--- src/rtl/vliw_seq_pkg.sv ---
package vliw_seq_pkg;
  localparam int UNIT_W = 4;
  localparam logic [UNIT_W-1:0] UNIT_NONE = '0;
  localparam int FM_FIRST = 4;
  localparam int FM_UNITS = 4;

  typedef enum logic [2:0] {
    ST_START, ST_FETCH, ST_ZERO, ST_ISSUE, ST_END
  } seqState_t;

  typedef struct packed {
    logic initPkt;
    logic capture;
    logic issueDone;
    logic commit;
  } seqStrobe_t;
endpackage

--- src/rtl/vliw_seq_ctrl.sv ---
module vliw_seq_ctrl
  import vliw_seq_pkg::*;
(
  input  logic       clk,
  input  logic       rstN,
  input  logic       fetchValid,
  input  logic       execDone,
  input  logic       endOfPacket,
  output seqStrobe_t strobe,
  output logic       fetchReady,
  output logic       gr0Zero,
  output logic       issueValid,
  output logic       wbClear,
  output logic       pktCommit
);
  seqState_t state, stateNext;

  always_ff @(posedge clk) begin
    if (!rstN) state <= ST_START;
    else       state <= stateNext;
  end

  always_comb begin
    stateNext = state;
    unique case (state)
      ST_START: stateNext = ST_FETCH;
      ST_FETCH: if (fetchValid) stateNext = ST_ZERO;
      ST_ZERO:  stateNext = ST_ISSUE;
      ST_ISSUE: if (execDone) stateNext = endOfPacket ? ST_END : ST_FETCH;
      ST_END:   stateNext = ST_START;
      default:  stateNext = ST_START;
    endcase
  end

  assign fetchReady = (state == ST_FETCH);
  assign gr0Zero    = (state == ST_ZERO);
  assign issueValid = (state == ST_ISSUE);
  assign wbClear    = (state == ST_START);
  assign pktCommit  = (state == ST_END);

  always_comb begin
    strobe           = '0;
    strobe.initPkt   = wbClear;
    strobe.capture   = fetchReady && fetchValid;
    strobe.issueDone = issueValid && execDone;
    strobe.commit    = pktCommit;
  end

  // a zero strobe is always followed by an issue
  p_zero_then_issue_r3: assert property (@(posedge clk) disable iff (!rstN)
    gr0Zero |=> issueValid);
  // an accepted word leads straight to the zero strobe
  p_accept_then_zero_r3: assert property (@(posedge clk) disable iff (!rstN)
    (fetchReady && fetchValid) |=> gr0Zero);
  // offer held until done
  p_issue_hold_r11: assert property (@(posedge clk) disable iff (!rstN)
    (issueValid && !execDone) |=> issueValid);
  // commit is followed by the next packet start
  p_commit_then_clear_r8: assert property (@(posedge clk) disable iff (!rstN)
    pktCommit |=> wbClear);
endmodule

--- src/rtl/vliw_seq_dp.sv ---
module vliw_seq_dp
  import vliw_seq_pkg::*;
#(
  parameter int MAX_PKT = 4,
  parameter int ADDR_W = 32,
  parameter int CNT_W = 16,
  parameter logic [ADDR_W-1:0] RESET_PC = '0
) (
  input  logic              clk,
  input  logic              rstN,
  input  seqStrobe_t        strobe,
  input  logic [31:0]       fetchWord,
  input  logic [UNIT_W-1:0] fetchSlot,
  input  logic              fetchSlotErr,
  input  logic [ADDR_W-1:0] execNextPc,
  output logic [ADDR_W-1:0] fetchPc,
  output logic [31:0]       issueWord,
  output logic [UNIT_W-1:0] issueSlot,
  output logic              issueFirst,
  output logic              issueLast,
  output logic              endOfPacket,
  output logic [UNIT_W-1:0] fmSlot,
  output logic [CNT_W-1:0]  retiredCount,
  output logic              slotErrSticky
);
  localparam int IDX_W = $clog2(MAX_PKT + 1);
  localparam logic [IDX_W-1:0] LAST_POS = IDX_W'(MAX_PKT - 1);

  logic [ADDR_W-1:0] pcReg;
  logic [31:0]       wordReg;
  logic [UNIT_W-1:0] slotReg, fmReg;
  logic [IDX_W-1:0]  pktCount;
  logic [CNT_W-1:0]  retReg;
  logic              stickyReg;
  logic [FM_UNITS-1:0] fmHit;
  logic              isFm;

  for (genvar g = 0; g < FM_UNITS; g++) begin : g_fm
    assign fmHit[g] = (fetchSlot == UNIT_W'(FM_FIRST + g));
  end
  assign isFm = (|fmHit) && !fetchSlotErr;

  always_ff @(posedge clk) begin
    if (!rstN) begin
      pcReg     <= RESET_PC;
      wordReg   <= '0;
      slotReg   <= UNIT_NONE;
      fmReg     <= UNIT_NONE;
      pktCount  <= '0;
      retReg    <= '0;
      stickyReg <= 1'b0;
    end else begin
      if (strobe.initPkt) begin
        pktCount <= '0;
        fmReg    <= UNIT_NONE;
      end
      if (strobe.capture) begin
        wordReg <= fetchWord;
        slotReg <= fetchSlotErr ? UNIT_NONE : fetchSlot;
        if (isFm) fmReg <= fetchSlot;
        if (fetchSlotErr) stickyReg <= 1'b1;
      end
      if (strobe.issueDone) begin
        pcReg    <= execNextPc;
        pktCount <= pktCount + 1'b1;
      end
      if (strobe.commit) retReg <= retReg + CNT_W'(pktCount);
    end
  end

  assign fetchPc       = pcReg;
  assign issueWord     = wordReg;
  assign issueSlot     = slotReg;
  assign issueFirst    = (pktCount == '0);
  assign issueLast     = wordReg[31] || (pktCount == LAST_POS);
  assign endOfPacket   = issueLast;
  assign fmSlot        = fmReg;
  assign retiredCount  = retReg;
  assign slotErrSticky = stickyReg;

  // packet length bounded
  p_pkt_cap_r2: assert property (@(posedge clk) disable iff (!rstN)
    pktCount <= IDX_W'(MAX_PKT));
  // counter moves only on commit
  p_retired_hold_r9: assert property (@(posedge clk) disable iff (!rstN)
    !strobe.commit |=> $stable(retiredCount));
  // error flag is sticky
  p_sticky_r10: assert property (@(posedge clk) disable iff (!rstN)
    slotErrSticky |=> slotErrSticky);
  // tracker reads none after packet start
  p_fm_reset_r5: assert property (@(posedge clk) disable iff (!rstN)
    strobe.initPkt |=> (fmSlot == UNIT_NONE));
  // pc steady between completions
  p_pc_hold_r7: assert property (@(posedge clk) disable iff (!rstN)
    !strobe.issueDone |=> $stable(fetchPc));
endmodule

--- src/rtl/vliw_issue_seq.sv ---
module vliw_issue_seq
  import vliw_seq_pkg::*;
#(
  parameter int MAX_PKT = 4,
  parameter int ADDR_W = 32,
  parameter int CNT_W = 16,
  parameter logic [ADDR_W-1:0] RESET_PC = '0
) (
  input  logic              clk,
  input  logic              rstN,
  output logic [ADDR_W-1:0] fetchPc,
  output logic              fetchReady,
  input  logic              fetchValid,
  input  logic [31:0]       fetchWord,
  input  logic [3:0]        fetchSlot,
  input  logic              fetchSlotErr,
  output logic              gr0Zero,
  output logic              issueValid,
  output logic [31:0]       issueWord,
  output logic [3:0]        issueSlot,
  output logic              issueFirst,
  output logic              issueLast,
  input  logic              execDone,
  input  logic [ADDR_W-1:0] execNextPc,
  output logic              wbClear,
  output logic              pktCommit,
  output logic [3:0]        fmSlot,
  output logic [CNT_W-1:0]  retiredCount,
  output logic              slotErrSticky
);
  seqStrobe_t strobe;
  logic       endOfPacket;

  vliw_seq_ctrl ctrl_i (
    .clk(clk), .rstN(rstN), .fetchValid(fetchValid), .execDone(execDone),
    .endOfPacket(endOfPacket), .strobe(strobe), .fetchReady(fetchReady),
    .gr0Zero(gr0Zero), .issueValid(issueValid), .wbClear(wbClear),
    .pktCommit(pktCommit)
  );

  vliw_seq_dp #(
    .MAX_PKT(MAX_PKT), .ADDR_W(ADDR_W), .CNT_W(CNT_W), .RESET_PC(RESET_PC)
  ) dp_i (
    .clk(clk), .rstN(rstN), .strobe(strobe), .fetchWord(fetchWord),
    .fetchSlot(fetchSlot), .fetchSlotErr(fetchSlotErr), .execNextPc(execNextPc),
    .fetchPc(fetchPc), .issueWord(issueWord), .issueSlot(issueSlot),
    .issueFirst(issueFirst), .issueLast(issueLast), .endOfPacket(endOfPacket),
    .fmSlot(fmSlot), .retiredCount(retiredCount), .slotErrSticky(slotErrSticky)
  );
endmodule

--- config.mk ---
export PLATFORM = sky130hd
export DESIGN_NAME = vliw_issue_seq
export DESIGN_NICKNAME = d
export VERILOG_FILES = /design/src/rtl/vliw_seq_pkg.sv /design/src/rtl/vliw_seq_ctrl.sv /design/src/rtl/vliw_seq_dp.sv /design/src/rtl/vliw_issue_seq.sv
export SDC_FILE = /design/constraint.sdc
export NUM_CORES = 1
export LEC_CHECK = 0
export BUFFER_PORTS_ARGS = -buffer_cell sky130_fd_sc_hd__buf_2
export CORE_ASPECT_RATIO = 1.1
export CORE_UTILIZATION = 45
export CTS_CLUSTER_DIAMETER = 150
export CTS_CLUSTER_SIZE = 24
export DETAILED_ROUTE_END_ITERATION = 8
export PLACE_DENSITY = 0.85
export REMOVE_ABC_BUFFERS = 1
export SLEW_MARGIN = 40
export SYNTH_ARGS = -nofsm -noshare
export SYNTH_HDL_FRONTEND = slang
export SYNTH_HIERARCHICAL = 1
export SYNTH_SLANG_ARGS = --single-unit
--- constraint.sdc ---
create_clock -name clk -period 3 [get_ports clk]
set_clock_uncertainty 0.05 [all_clocks]
set_input_delay 0 -clock clk [delete_from_list [all_inputs] [get_ports clk]]
set_output_delay 0 -clock clk [all_outputs]
set_load 0.01 [all_outputs]
### Word level (Yosys, flattened, before mapping)

Index checks and enable logic that the tools add are counted.

| cells by class | value |
|---|---|
| add/sub/neg operators | 2 |
| reductions and logical operators | 11 |
| muxes and demuxes | 10 |
| equality and inequality tests | 11 |

Operator list:

| cell | number |
|---|---|
| $add 16x3->16 | 1 |
| $eq 4x3->1 const B | 4 |
| $mux 4 | 4 |
| $mux 3 | 5 |
| $pmux 3 s4 | 1 |
| $eq 3x2->1 const B | 3 |
| $logic_not 3->1 | 2 |
| $ne 2x2->1 const B | 2 |
| $reduce_and 2->1 | 2 |
| $reduce_or 4->1 | 1 |
| $add 3x1->3 const B | 1 |
| $eq 3x1->1 const B | 1 |
| $eq 3x3->1 const B | 1 |
| $logic_and 1x1->1 | 3 |
| $reduce_bool 2->1 | 1 |
| $logic_not 1->1 | 1 |
| $logic_or 1x1->1 | 1 |

| word-level totals | value |
|---|---|
| input bits | 73 |
| register bits after elaboration | 95 |
| logic and storage cells | 42 |

### Logic depth before layout (Yosys ltp)

| logic depth | value |
|---|---|
| depth after elaboration | 5 |
| gate-level depth with buffers | 8 |
| gate-level depth less buffers | 6 |

### Hierarchy

Netlist, hierarchy kept.

By module, submodules not included:

| module | instances | cells an instance | area an instance (um^2) |
|---|---|---|---|
| vliw_seq_dp | 1 | 352 | 3525.9 |
| vliw_seq_ctrl | 1 | 21 | 205.2 |

### Worst setup path after synthesis

OpenSTA, ideal clock, no wires.

| path | value |
|---|---|
| path kind | register to register |
| from | register ctrl_i.state[1] |
| to | register dp_i.retReg[15], in the netlist dp_i/retiredCount[15] |
| stages on the path, launching flop included | 9 |
| setup slack | 0.679 ns |
| arrival time | 2.200 ns |
| setup time | 0.070 ns |
| buffers on the path | 3 |
| path through | dfxtp_1 -> buf_6 -> nor3b_2 -> buf_4 -> buf_2 -> o21ai_0 -> or4_4 -> or4_1 -> a21oi_1 |

| between the ends | value |
|---|---|
| word-level cells in the longest chain between the ends | 1 |

Ends and longest elaborated chain:

| what | RTL line | RTL |
|---|---|---|
| from (decl) | vliw_seq_ctrl.sv:16 | `seqState_t state, stateNext;` |
| from (signal assigned) | vliw_seq_ctrl.sv:20 | `else state <= stateNext;` |
| $eq 3x3->1 | vliw_seq_ctrl.sv:39 | `assign pktCommit = (state == ST_END);` |
| named net pktCommit | vliw_issue_seq.sv:26 | `output logic pktCommit,` |
| to (signal assigned) | vliw_seq_dp.sv:67 | `if (strobe.commit) retReg <= retReg + CNT_W'(pktCount);` |
| to (decl) | vliw_seq_dp.sv:33 | `logic [CNT_W-1:0] retReg;` |

The timed path passes the listed nets, and every way through them passes these cells.
A chain may end at the register's enable or synchronous reset.

### Final worst setup path

| path | value |
|---|---|
| from | register ctrl_i.state[2] |
| to | register dp_i.retReg[15], in the netlist dp_i/retiredCount[15] |

| between the ends | value |
|---|---|
| word-level cells in the longest chain between the ends | 1 |

Ends and longest elaborated chain:

| what | RTL line |
|---|---|
| $eq 3x3->1 | vliw_seq_ctrl.sv:39 |

No other way between the ends.

==> impl_metrics.toml <==
[pwr]
irDropWorstVdd_v = 0.000405
p_comb_share_pct = 12.7
p_int_uw = 1810
switching_share_pct = 24.6
power_uw = 2400
p_clk_share_pct = 32.6
seq_power_share_pct = 54.7
p_sw_uw = 591
p_leak_uw = 0.00252
powerDensity_nw_per_um2 = 431

[cells_and_area]
layout_commonest_cell = "buf_2"
drive_gt1_share_pct = 33.0
multi_input_area_um2 = 1690
n_antenna_cell = 0
final_cells = 720
final_core_util_pct = 70.1
final_cell_mix = "buf_2 (168), dfxtp_1 (95), nor2_1 (80)"
fin_nets = 687
filler_cell_count = 611
synthToLayoutAreaGrowth_pct = 49.4
regArea_um2 = 1900

[worst_setup_path]
worst-path-stages = 6
cp_data_arrival_time_ns = 2.50
r2r-end = "dp_i/retiredCount[15]$_SDFFE_PN0P_"
r2r_slack_ns = 0.72
crit_end = "dp_i/retiredCount[15]$_SDFFE_PN0P_"
critPathMaxStageDelay_ns = 0.49
critPathLaunchType = "flop"
crit_buf_inv = 1
r2r_start = "ctrl_i/state[2]$_SDFFE_PN0P_"
cpLargestDelayFamily = "simple AND/OR/NAND/NOR gates"
required_ns = 3.22
reg2reg_depth = 6
critPathKind = "reg2reg"
path_cells = "nor3b_2, buf_4, o21ai_0, or4_4, or4_1, a21oi_1"
setup.worst_path.end_class = "flop"
startpoint = "ctrl_i/state[2]$_SDFFE_PN0P_"
cp_slowest_cell = "or4_4"
critPathMaxFanout = 9

[grt]
grt_pass1_vias = 3579
antenna_found_initial = 0
grt_max_degree = 50
grt_pass1_wl_mm = 16.2
grt_usage_pct = 24.0
grt_overflow = 0

[timing]
slew_viol_final = 0
tightest_slew_ns = 0.738
relSlewSlack_pct = 50.7
fmax_mhz = 438
setup_viol = 0
fin_crit_sh_pct = 76.1
finalSetupTns_ns = 0
timing_hold_violations_final = 0
fin_crit_ns = 2.28
rsz0062_at_grt = "false"

[clock_tree]
cts_buffers = 9
root_buffer = "clkbuf_8"
path_clk_slew_ns = 0.10
cts_num_sinks = 95
cts_tree = "built"
cts_buffer_depth = 2
post_cts_buffers = 0
cts_max_level = 3
clk-insertion-delay-late_ns = 0.35

[die]
die_h_um = 97.5
core_area_um2 = 7960
start_util_pct = 46.9
row_count = 34
dieArea_um2 = 8660
dieWidth_um = 88.8
io_pins = 169

[synthesis]
netlist_area_um2 = 3730
ys_types = 42
synth_edf_count = 0
ys_seq_area_share_pct = 51.0
synth-main-ff-cell = "dfxtp_1"
syn_area_per_cell_um2 = 10.0
async_reset_ff_share_pct = 0
ys_ff_latch = 95
syn_inst = 373
yosys_warnings = 6

[detailed_routing]
drc = 0
vias = 3559
viasPerCell = 4.94
routedWlPerCell_um = 14.2
drt_first_pass_iters = 4
drtIter0Drc = 96
wl_mm = 10.2
antenna_left = 0

[placement]
portBuffers = 168
hpwl_mm = 6.22
gp_congestion = 0.793
dp.cells = 631

[job]
drv_cap = 0

[hold_path]
min_path_type = "in2reg"

[outcome]
status = "finished clean"
cell usage after synthesis, drive strengths merged (2+ instances only):
cell    number  share of area, %
nand4        4               1.1
or3          5              0.94
nor2        80               8.0
or4          2              0.50
o21ai        4              0.54
a211oi       2              0.40
nand3        5              0.67
nor3         6              0.80
buf         11               1.7
dfxtp       95                51
nand2        5              0.50
nor3b        5               1.3
nor4bb       2              0.54
xnor2        7               1.6
mux2i       67                18
inv          8              0.80
a21oi       17               2.3
and2         2              0.34
nand3b       5               1.0
ha           6               2.0
xor2         2              0.47
nand2b       6               1.0
nor4         4              0.67
clkbuf      13               1.3
stage by stage:
step	area [um2]	hold WS [ns]	setup WS, ns
floorplan	3620	0.0765	-0.204
global placement	4650	0.182	0.854
detailed placement	4650	0.196	0.767
CTS	5570	0.349	0.743
global route	5570	0.378	0.528
finish	5570	0.365	0.717
how the worst min path moves through the flow:
stage                     slack, ns                               to          start  depth (start not counted)
after floorplan                0.08        dp_i/fmSlot[3]$_SDFF_PN0_           rstN                          2
after global placement         0.18  dp_i/issueWord[25]$_SDFFE_PN0P_  fetchWord[25]                          3
after global routing           0.38     dp_i/fetchPc[8]$_SDFFE_PN0P_  execNextPc[8]                          4
after detailed placement       0.20   dp_i/issueWord[5]$_SDFFE_PN0P_   fetchWord[5]                          3
after CTS                      0.35  dp_i/issueWord[25]$_SDFFE_PN0P_  fetchWord[25]                          4
final                          0.37  dp_i/issueWord[25]$_SDFFE_PN0P_  fetchWord[25]                          4
repair_timing:
item / 4_1_cts / 5_1_grt
gates resized for setup: 0 / 0
hold buffers: 73 / 0
hold endpoints to repair: 76 / 0
power by group through the flow:
stage / Sequential, uW / Clock, uW / Combinational (uW)
after floorplan: 1360 / 0 / 101
after global placement: 1340 / 0 / 218
after detailed placement: 1340 / 0 / 225
after CTS: 1310 / 803 / 298
after global routing: 1320 / 858 / 329
final: 1320 / 782 / 305
cell families (layout without fill, tap and decap cells):
| kind of cell | after synthesis | after routing | synth area share, % |
|---|---|---|---|
| compound gates | 26 | 26 | 3.82 |
| buf+inv | 32 | 271 | 3.86 |
| flops | 95 | 95 | 51.0 |
| xor+xnor | 9 | 9 | 2.11 |
| simple gates | 137 | 137 | 18.7 |
| mux | 67 | 67 | 18.0 |
| fa+ha+maj | 7 | 7 | 2.55 |
state kept, by name (all words and copies together), names as in the netlist:
signal and cells:
ctrl_i/state 3, dp_i/fetchPc 32, dp_i/fmSlot 4, dp_i/issueSlot 4
dp_i/issueWord 32, dp_i/pktCount 3, dp_i/retiredCount 16, dp_i/slotErrSticky 1
metal layers:
metal  track usage (%)  vias to the layer above  wire length (um)
met4              12.8                        0               414
met3              4.67                       39               494
li1                  -                     1732                 -
met1              26.2                     1655              3960
met5                 0                        -                 0
met2              42.5                      133              5330
final cells by class:
type | instances | share of cell area (%)
clock buffers | 12 | 2.78
multi-input cells | 246 | 30.4
repair buffers | 247 | 29.2
flip-flops and latches | 95 | 34.1
well taps | 108 | 2.42
clock inverters | 4 | 0.539
inverters | 8 | 0.539
worst reg2reg max path, stage by stage, from the launching register on:
cell and delay, ns:
dfxtp_1 0.45, nor3b_2 0.20, buf_4 0.19, o21ai_0 0.20, or4_4 0.49, or4_1 0.48
a21oi_1 0.15
(Power assumes the default switching activity.)
